===== config.mk =====
export PLATFORM = sky130hd
export DESIGN_NAME = thermo_code_conv
export DESIGN_NICKNAME = d
export VERILOG_FILES = /design/src/rtl/thermo_conv_pkg.sv /design/src/rtl/thermo_conv_ctrl.sv /design/src/rtl/thermo_conv_dp.sv /design/src/rtl/thermo_code_conv.sv
export SDC_FILE = /design/constraint.sdc
export NUM_CORES = 2
export LEC_CHECK = 0
export CAP_MARGIN = 20
export CORE_AREA = 2 2 576 406
export CTS_BUF_LIST = sky130_fd_sc_hd__clkbuf_8 sky130_fd_sc_hd__clkbuf_16
export CTS_CLUSTER_DIAMETER = 80
export DETAILED_ROUTE_END_ITERATION = 6
export DIE_AREA = 0 0 578 408
export DONT_BUFFER_PORTS = 1
export HOLD_SLACK_MARGIN = 0.1
export SLEW_MARGIN = 40
export SYNTH_ARGS = -nofsm -noshare
export SYNTH_HDL_FRONTEND = slang
export SYNTH_SLANG_ARGS = --single-unit
export TNS_END_PERCENT = 10

===== constraint.sdc =====
create_clock -name clk -period 30.5 [get_ports clk]
set_input_delay 1.525 -clock clk [delete_from_list [all_inputs] [get_ports clk]]
set_output_delay 1.525 -clock clk [all_outputs]
set_load 0.02 [all_outputs]

===== src/rtl/thermo_conv_pkg.sv =====
package thermo_conv_pkg;

  typedef struct packed {
    logic load;
    logic prep;
    logic step;
    logic finish;
  } conv_strobe_t;

  typedef enum logic [1:0] {
    ST_IDLE,
    ST_PREP,
    ST_DIV,
    ST_FIN
  } conv_state_t;

endpackage


===== src/rtl/thermo_conv_ctrl.sv =====
module thermo_conv_ctrl
  import thermo_conv_pkg::*;
#(
  parameter int DIV_STEPS = 48
) (
  input  logic         clk,
  input  logic         rst_n,
  input  logic         start,
  output conv_strobe_t strobe
);

  localparam int CNT_W = (DIV_STEPS > 1) ? $clog2(DIV_STEPS) : 1;
  localparam logic [CNT_W-1:0] LAST_STEP = CNT_W'(DIV_STEPS - 1);

  conv_state_t state;
  logic [CNT_W-1:0] stepCnt;

  always_comb begin
    strobe.load   = start && (state == ST_IDLE);
    strobe.prep   = (state == ST_PREP);
    strobe.step   = (state == ST_DIV);
    strobe.finish = (state == ST_FIN);
  end

  always_ff @(posedge clk or negedge rst_n) begin
    if (!rst_n) begin
      state   <= ST_IDLE;
      stepCnt <= '0;
    end else begin
      case (state)
        ST_IDLE: if (start) state <= ST_PREP;
        ST_PREP: begin
          state   <= ST_DIV;
          stepCnt <= '0;
        end
        ST_DIV: begin
          if (stepCnt == LAST_STEP) begin
            state   <= ST_FIN;
            stepCnt <= '0;
          end else begin
            stepCnt <= stepCnt + 1'b1;
          end
        end
        default: state <= ST_IDLE;
      endcase
    end
  end

  // the step counter never runs past the division length
  a_r7_step_range: assert property (@(posedge clk) disable iff (!rst_n)
    (state == ST_DIV) |-> (stepCnt <= LAST_STEP));

  // a busy start never produces a load strobe on the following cycle
  a_r8_busy_no_load: assert property (@(posedge clk) disable iff (!rst_n)
    (strobe.load) |=> (!strobe.load && strobe.prep));

endmodule


===== src/rtl/thermo_conv_dp.sv =====
module thermo_conv_dp
  import thermo_conv_pkg::*;
#(
  parameter int CODE_W  = 12,
  parameter int SCALE_W = 16,
  parameter int OFF_W   = 8,
  parameter int ACC_W   = 48,
  parameter int OUT_W   = 32
) (
  input  logic                    clk,
  input  logic                    rst_n,
  input  conv_strobe_t            strobe,
  input  logic [CODE_W-1:0]       calP0,
  input  logic [CODE_W-1:0]       calP1,
  input  logic [CODE_W-1:0]       calP2,
  input  logic [CODE_W-1:0]       calC0,
  input  logic [CODE_W-1:0]       calC1,
  input  logic [CODE_W-1:0]       calC2,
  input  logic [SCALE_W-1:0]      scale,
  input  logic signed [OFF_W-1:0] offLow,
  input  logic signed [OFF_W-1:0] offHigh,
  input  logic [CODE_W-1:0]       code,
  output logic signed [OUT_W-1:0] tempMilli,
  output logic                    done
);

  localparam int CPAD = ACC_W - CODE_W;
  localparam int SPAD = ACC_W - SCALE_W;
  localparam int OPAD = ACC_W - OFF_W;
  localparam logic signed [ACC_W-1:0] TEN      = ACC_W'(10);
  localparam logic signed [ACC_W-1:0] HUNDRED  = ACC_W'(100);
  localparam logic signed [ACC_W-1:0] THOUSAND = ACC_W'(1000);

  function automatic logic signed [ACC_W-1:0] zx(input logic [CODE_W-1:0] v);
    return $signed({{CPAD{1'b0}}, v});
  endfunction

  // load stage: segment selection and coefficients
  logic signed [ACC_W-1:0] sP0, sP1, sP2, sC0, sC1, sC2, sScale;
  logic signed [ACC_W-1:0] aLow, bLow, aHigh, bHigh;
  logic                    lowSeg;

  always_comb begin
    sP0    = zx(calP0);
    sP1    = zx(calP1);
    sP2    = zx(calP2);
    sC0    = zx(calC0);
    sC1    = zx(calC1);
    sC2    = zx(calC2);
    sScale = $signed({{SPAD{1'b0}}, scale});
    lowSeg = (code < calC1);
    aLow   = sScale * (sP2 - sP1);
    bLow   = (sP2 - sP0) * (sC2 - sC1);
    aHigh  = sScale * (sP0 - sP1);
    bHigh  = (sP0 - sP2) * (sC1 - sC0);
  end

  logic signed [ACC_W-1:0] coefA, coefB;
  logic [CODE_W-1:0]       refReg, codeReg;
  logic signed [OFF_W-1:0] offReg;

  always_ff @(posedge clk or negedge rst_n) begin
    if (!rst_n) begin
      coefA   <= '0;
      coefB   <= '0;
      refReg  <= '0;
      codeReg <= '0;
      offReg  <= '0;
    end else if (strobe.load) begin
      coefA   <= lowSeg ? aLow : aHigh;
      coefB   <= lowSeg ? bLow : bHigh;
      refReg  <= lowSeg ? calC2 : calC0;
      codeReg <= code;
      offReg  <= lowSeg ? offLow : offHigh;
    end
  end

  // prep stage: dividend, truncated divisor, magnitudes and sign
  logic signed [ACC_W-1:0] numer, denom;
  logic [ACC_W-1:0]        numMag, denMag;

  always_comb begin
    numer  = coefA * (zx(refReg) - zx(codeReg));
    denom  = coefB / TEN;
    numMag = numer[ACC_W-1] ? ACC_W'(-numer) : ACC_W'(numer);
    denMag = denom[ACC_W-1] ? ACC_W'(-denom) : ACC_W'(denom);
  end

  // division stage: restoring, one quotient bit per step
  logic [ACC_W-1:0] quoReg, divMag;
  logic [ACC_W:0]   remReg, remShift, remTrial;
  logic             negReg, zeroReg;

  always_comb begin
    remShift = {remReg[ACC_W-1:0], quoReg[ACC_W-1]};
    remTrial = remShift - {1'b0, divMag};
  end

  always_ff @(posedge clk or negedge rst_n) begin
    if (!rst_n) begin
      quoReg  <= '0;
      remReg  <= '0;
      divMag  <= '0;
      negReg  <= 1'b0;
      zeroReg <= 1'b0;
    end else if (strobe.prep) begin
      quoReg  <= numMag;
      remReg  <= '0;
      divMag  <= denMag;
      negReg  <= numer[ACC_W-1] ^ denom[ACC_W-1];
      zeroReg <= (denom == '0);
    end else if (strobe.step) begin
      if (remShift >= {1'b0, divMag}) begin
        remReg <= remTrial;
        quoReg <= {quoReg[ACC_W-2:0], 1'b1};
      end else begin
        remReg <= remShift;
        quoReg <= {quoReg[ACC_W-2:0], 1'b0};
      end
    end
  end

  // finish stage: round half away from zero, apply sign, scale and offset
  logic                    roundUp;
  logic [ACC_W-1:0]        roundMag;
  logic signed [ACC_W-1:0] deci, offExt, resultFull;

  always_comb begin
    roundUp    = ({remReg, 1'b0} >= {2'b00, divMag});
    roundMag   = quoReg + {{(ACC_W-1){1'b0}}, roundUp};
    if (zeroReg)     deci = '0;
    else if (negReg) deci = -$signed(roundMag);
    else             deci = $signed(roundMag);
    offExt     = $signed({{OPAD{offReg[OFF_W-1]}}, offReg});
    resultFull = deci * HUNDRED + offExt * THOUSAND;
  end

  always_ff @(posedge clk or negedge rst_n) begin
    if (!rst_n) begin
      tempMilli <= '0;
      done      <= 1'b0;
    end else begin
      done <= strobe.finish;
      if (strobe.finish) tempMilli <= resultFull[OUT_W-1:0];
    end
  end

  // the partial remainder stays below the divisor during division
  a_r5_rem_below_div: assert property (@(posedge clk) disable iff (!rst_n)
    (strobe.step && divMag != '0) |=> (remReg < {1'b0, divMag}));

  // captured operands do not move while a conversion is in flight
  a_r8_operands_held: assert property (@(posedge clk) disable iff (!rst_n)
    (strobe.prep || strobe.step) |=> ($stable(codeReg) && $stable(offReg) && $stable(refReg)));

  // a zero divisor leaves only the offset in the result
  a_r10_zero_div: assert property (@(posedge clk) disable iff (!rst_n)
    (strobe.finish && zeroReg) |=> (tempMilli == $signed(OUT_W'(offExt * THOUSAND))));

endmodule


===== src/rtl/thermo_code_conv.sv =====
module thermo_code_conv
  import thermo_conv_pkg::*;
#(
  parameter int CODE_W  = 12,
  parameter int SCALE_W = 16,
  parameter int OFF_W   = 8,
  parameter int ACC_W   = 48,
  parameter int OUT_W   = 32
) (
  input  logic                    clk,
  input  logic                    rst_n,
  input  logic [CODE_W-1:0]       calP0,
  input  logic [CODE_W-1:0]       calP1,
  input  logic [CODE_W-1:0]       calP2,
  input  logic [CODE_W-1:0]       calC0,
  input  logic [CODE_W-1:0]       calC1,
  input  logic [CODE_W-1:0]       calC2,
  input  logic [SCALE_W-1:0]      scale,
  input  logic signed [OFF_W-1:0] offLow,
  input  logic signed [OFF_W-1:0] offHigh,
  input  logic [CODE_W-1:0]       code,
  input  logic                    start,
  output logic signed [OUT_W-1:0] tempMilli,
  output logic                    done
);

  conv_strobe_t strobe;

  thermo_conv_ctrl #(.DIV_STEPS(ACC_W)) i_ctrl (
    .clk    (clk),
    .rst_n  (rst_n),
    .start  (start),
    .strobe (strobe)
  );

  thermo_conv_dp #(
    .CODE_W (CODE_W),
    .SCALE_W(SCALE_W),
    .OFF_W  (OFF_W),
    .ACC_W  (ACC_W),
    .OUT_W  (OUT_W)
  ) i_dp (
    .clk      (clk),
    .rst_n    (rst_n),
    .strobe   (strobe),
    .calP0    (calP0),
    .calP1    (calP1),
    .calP2    (calP2),
    .calC0    (calC0),
    .calC1    (calC1),
    .calC2    (calC2),
    .scale    (scale),
    .offLow   (offLow),
    .offHigh  (offHigh),
    .code     (code),
    .tempMilli(tempMilli),
    .done     (done)
  );

  // done is a single-cycle pulse
  a_r7_done_pulse: assert property (@(posedge clk) disable iff (!rst_n)
    done |=> !done);

  // the result only moves together with done
  a_r9_hold: assert property (@(posedge clk) disable iff (!rst_n)
    !done |-> $stable(tempMilli));

endmodule


==> flow_summary_export.csv <==
group,metric,value,unit
outcome,outcome,"finished clean",
floorplanning,start_util,34.8,%
critical_path,path_delay_family,"compound AO/OA/AOI/OAI gates",
final_layout,multi_input_area,66000,um^2
synthesis,synth_enable_flop_cells,0,
clocking,tritoncts,"yes",
sta,fin_worst_skew,0.0458,ns
placement,dp_hpwl,198000,um
final_layout,regArea,7860,um^2
grt,grt_usage,20.6,%
placement,io_buffers,0,
min_path,hp-start,"i_dp.coefA[47]",
floorplanning,die-area,236000,um^2
synthesis,synthTopCellsByArea,"fa_1 29%, ha_1 12%, dfrtp_1 9.8%",
drt,drtPass1Iterations,7,
clocking,cts_setup_buffers,0,
synthesis,yosysTopAreaCell,"fa_1",
final_layout,nFillCells,23381,
clocking,cts_max_level,2,
synthesis,netlist_top_cells_count,"1467 x inv_1, 1182 x nand2_1, 1149 x fa_1",
floorplanning,io_pins,152,
sta,tns,0,ns
sta,fin_crit,24.10,ns
min_path,hold_class,"flop to flop",
critical_path,max_stage_delay,0.66,ns
synthesis,syn-cell-area,80300,um^2
critical_path,start_kind,"flop",
clocking,cts_num_sinks,314,
critical_path,r2r-end,"i_dp.divMag[33]",
critical_path,required,31.02,ns
drt,avgViaCountPerCell,5.33,
critical_path,path_buf_inv,3,
grt,gr-total-overflow,0,
clocking,cts_buffer_depth,3,
clocking,path_clk_slew,0.06,ns
critical_path,arrival,24.63,ns
synthesis,async_flop_share,100,%
sta,whs,0.483,ns
floorplanning,fp.dieW,578,um
min_path,holdPathEnd,"i_dp.coefA[47]",
synthesis,synth_ff_type,"dfrtp_1",
final_layout,final_layout_size_suffix_gt1_share,5.81,%
flow_run,drv_cap,0,
clocking,clock_latency,0.64,ns
drt,ant_nets,0,
grt,grt_max_degree,315,
final_layout,synthToLayoutAreaGrowth,7.39,%
critical_path,reg2reg_setup_slack,6.40,ns
clocking,cts_made_buffers,41,
critical_path,r2r_start,"i_dp.coefB[18]",
sta,fmax,0.0415,GHz
sta,max_slew.worst_pin.slew,1.09,ns
sta,final-setup-viol-count,0,
floorplanning,rows,148,
critical_path,cp_max_fo,23,
sta,hold_viol_final,0,
sta,post-route-period-util,79.0,%
synthesis,yosys.area.top_type_share,28.6,%
floorplanning,chipHeight,408,um
min_path,min_path_cells,1,
clocking,hold_buffers,0,
synthesis,syn_area_per_cell,8.45,um^2
clocking,root_buffer,"clkbuf_16",
clocking,cts_resized,0,
sta,relSlewSlack,26.8,%
critical_path,slowest_stage,"o211ai_1",
critical_path,end_kind,"flop",
final_layout,fin_nets,11338,
synthesis,synth-warning-count,0,
drt,drt_iter0_drc,5398,
drt,totalWireLength,244000,um
synthesis,syn_inst,9504,
drt,vias,66119,
drt,drc,0,
critical_path,crit_type,"flop to flop",
grt,antenna_found_initial,29,
grt,grt_pass1_wl,384000,um
floorplanning,coreArea,231000,um^2
sta,slew_violations,0,
synthesis,synth_most_common_cell,"inv_1",
synthesis,ys_types,135,
synthesis,ys_ff_latch,314,
placement,place_congestion,0.941,
critical_path,reg2regPathDepth,71,
sta,rsz0062_at_grt,"false",
grt,grt_pass1_vias,65631,
synthesis,ys_seq_area_share,9.78,%
drt,post_drt_wl_per_cell,19.7,um
-- worst max path at each step --
stage,start,end,slack (ns),cells after the start
final,i_dp.coefB[18],i_dp.divMag[33],6.40,71
after global routing,i_dp.coefB[12],i_dp.divMag[33],4.82,69
after CTS,i_dp.coefB[8],i_dp.divMag[33],6.89,70
after detailed placement,i_dp.coefB[8],i_dp.divMag[33],6.98,70
after global placement,i_dp.coefB[8],i_dp.divMag[33],6.56,69
after floorplan,i_dp.coefB[10],i_dp.divMag[43],11.59,77
-- sequential cells by signal, indices dropped and copies added (netlist names), 2 cells and up --
| register | count |
|---|---|
| i_dp.tempMilli | 30 |
| i_dp.quoReg | 48 |
| i_ctrl.state | 2 |
| i_dp.remReg | 49 |
| i_dp.codeReg | 12 |
| i_dp.offReg | 8 |
| i_dp.refReg | 12 |
| i_dp.divMag | 48 |
| i_dp.coefA | 48 |
| i_dp.coefB | 48 |
| i_ctrl.stepCnt | 6 |
-- cells in the final DEF (no fill, tap or decap), drive strengths merged, types with 31 or more instances in the layout --
cell,count
o211ai,46
ha,793
a21oi,580
nand2b,113
nand3,121
fa,1149
nand2,1186
o21ai,369
nor2b,114
a211oi,50
mux2i,70
a21o,147
buf,172
diode,31
inv,1472
and2,277
o22ai,68
xnor2,449
o21bai,208
xor2,188
or3,52
clkbuf,51
nor2,473
a31oi,61
o31ai,44
nor4,47
nand4,54
mux2,89
nor3,109
dfrtp,314
and3,31
-- layout make-up --
class	instances	share of cell area, %
Tap cell	3075	4.46
Timing Repair Buffer	172	1.61
Antenna cell	31	0.0900
Clock inverter	22	0.441
Clock buffer	51	1.36
Inverter	1467	6.39
Sequential cell	314	9.11
Multi-Input combinational cell	7281	76.5
-- per-stage QoR --
step / instances / util [%] / setup slack (ns) / cell area, um^2
floorplan: 9505 / - / 11.59 / 80300
global placement: 12299 / 36.3 / 6.56 / 83900
detailed placement: 12304 / 36.5 / 6.98 / 84400
CTS: 12377 / 37.2 / 6.89 / 85900
global route: 12407 / 37.3 / 4.82 / 86200
finish: 12413 / 37.3 / 6.40 / 86200
-- cell families after synthesis --
logic type / after synthesis / synth area share, %
AND/OR/NAND/NOR: 2664 / 15.6
adder cells (fa/ha/maj): 1945 / 41.0
buffers and inverters: 1910 / 9.09
AO/OA/AOI/OAI: 1873 / 15.3
XOR/XNOR: 638 / 6.98
flip-flops: 314 / 9.78
multiplexers: 159 / 2.15
other: 1 / 0.00467
-- layer usage --
layer	routed length, um	part of all wire (%)	vias to the layer above	GRT usage [%]
li1	-	-	30604	-
met1	119000	49	33076	31.7
met2	99400	41	2202	28.7
met3	21000	8.6	217	4.63
met4	4270	1.7	20	4.29
met5	502	0.21	-	1.18
Power is not shown: default switching activity piles up to over one toggle a cycle in this logic, so the estimate is an artifact.
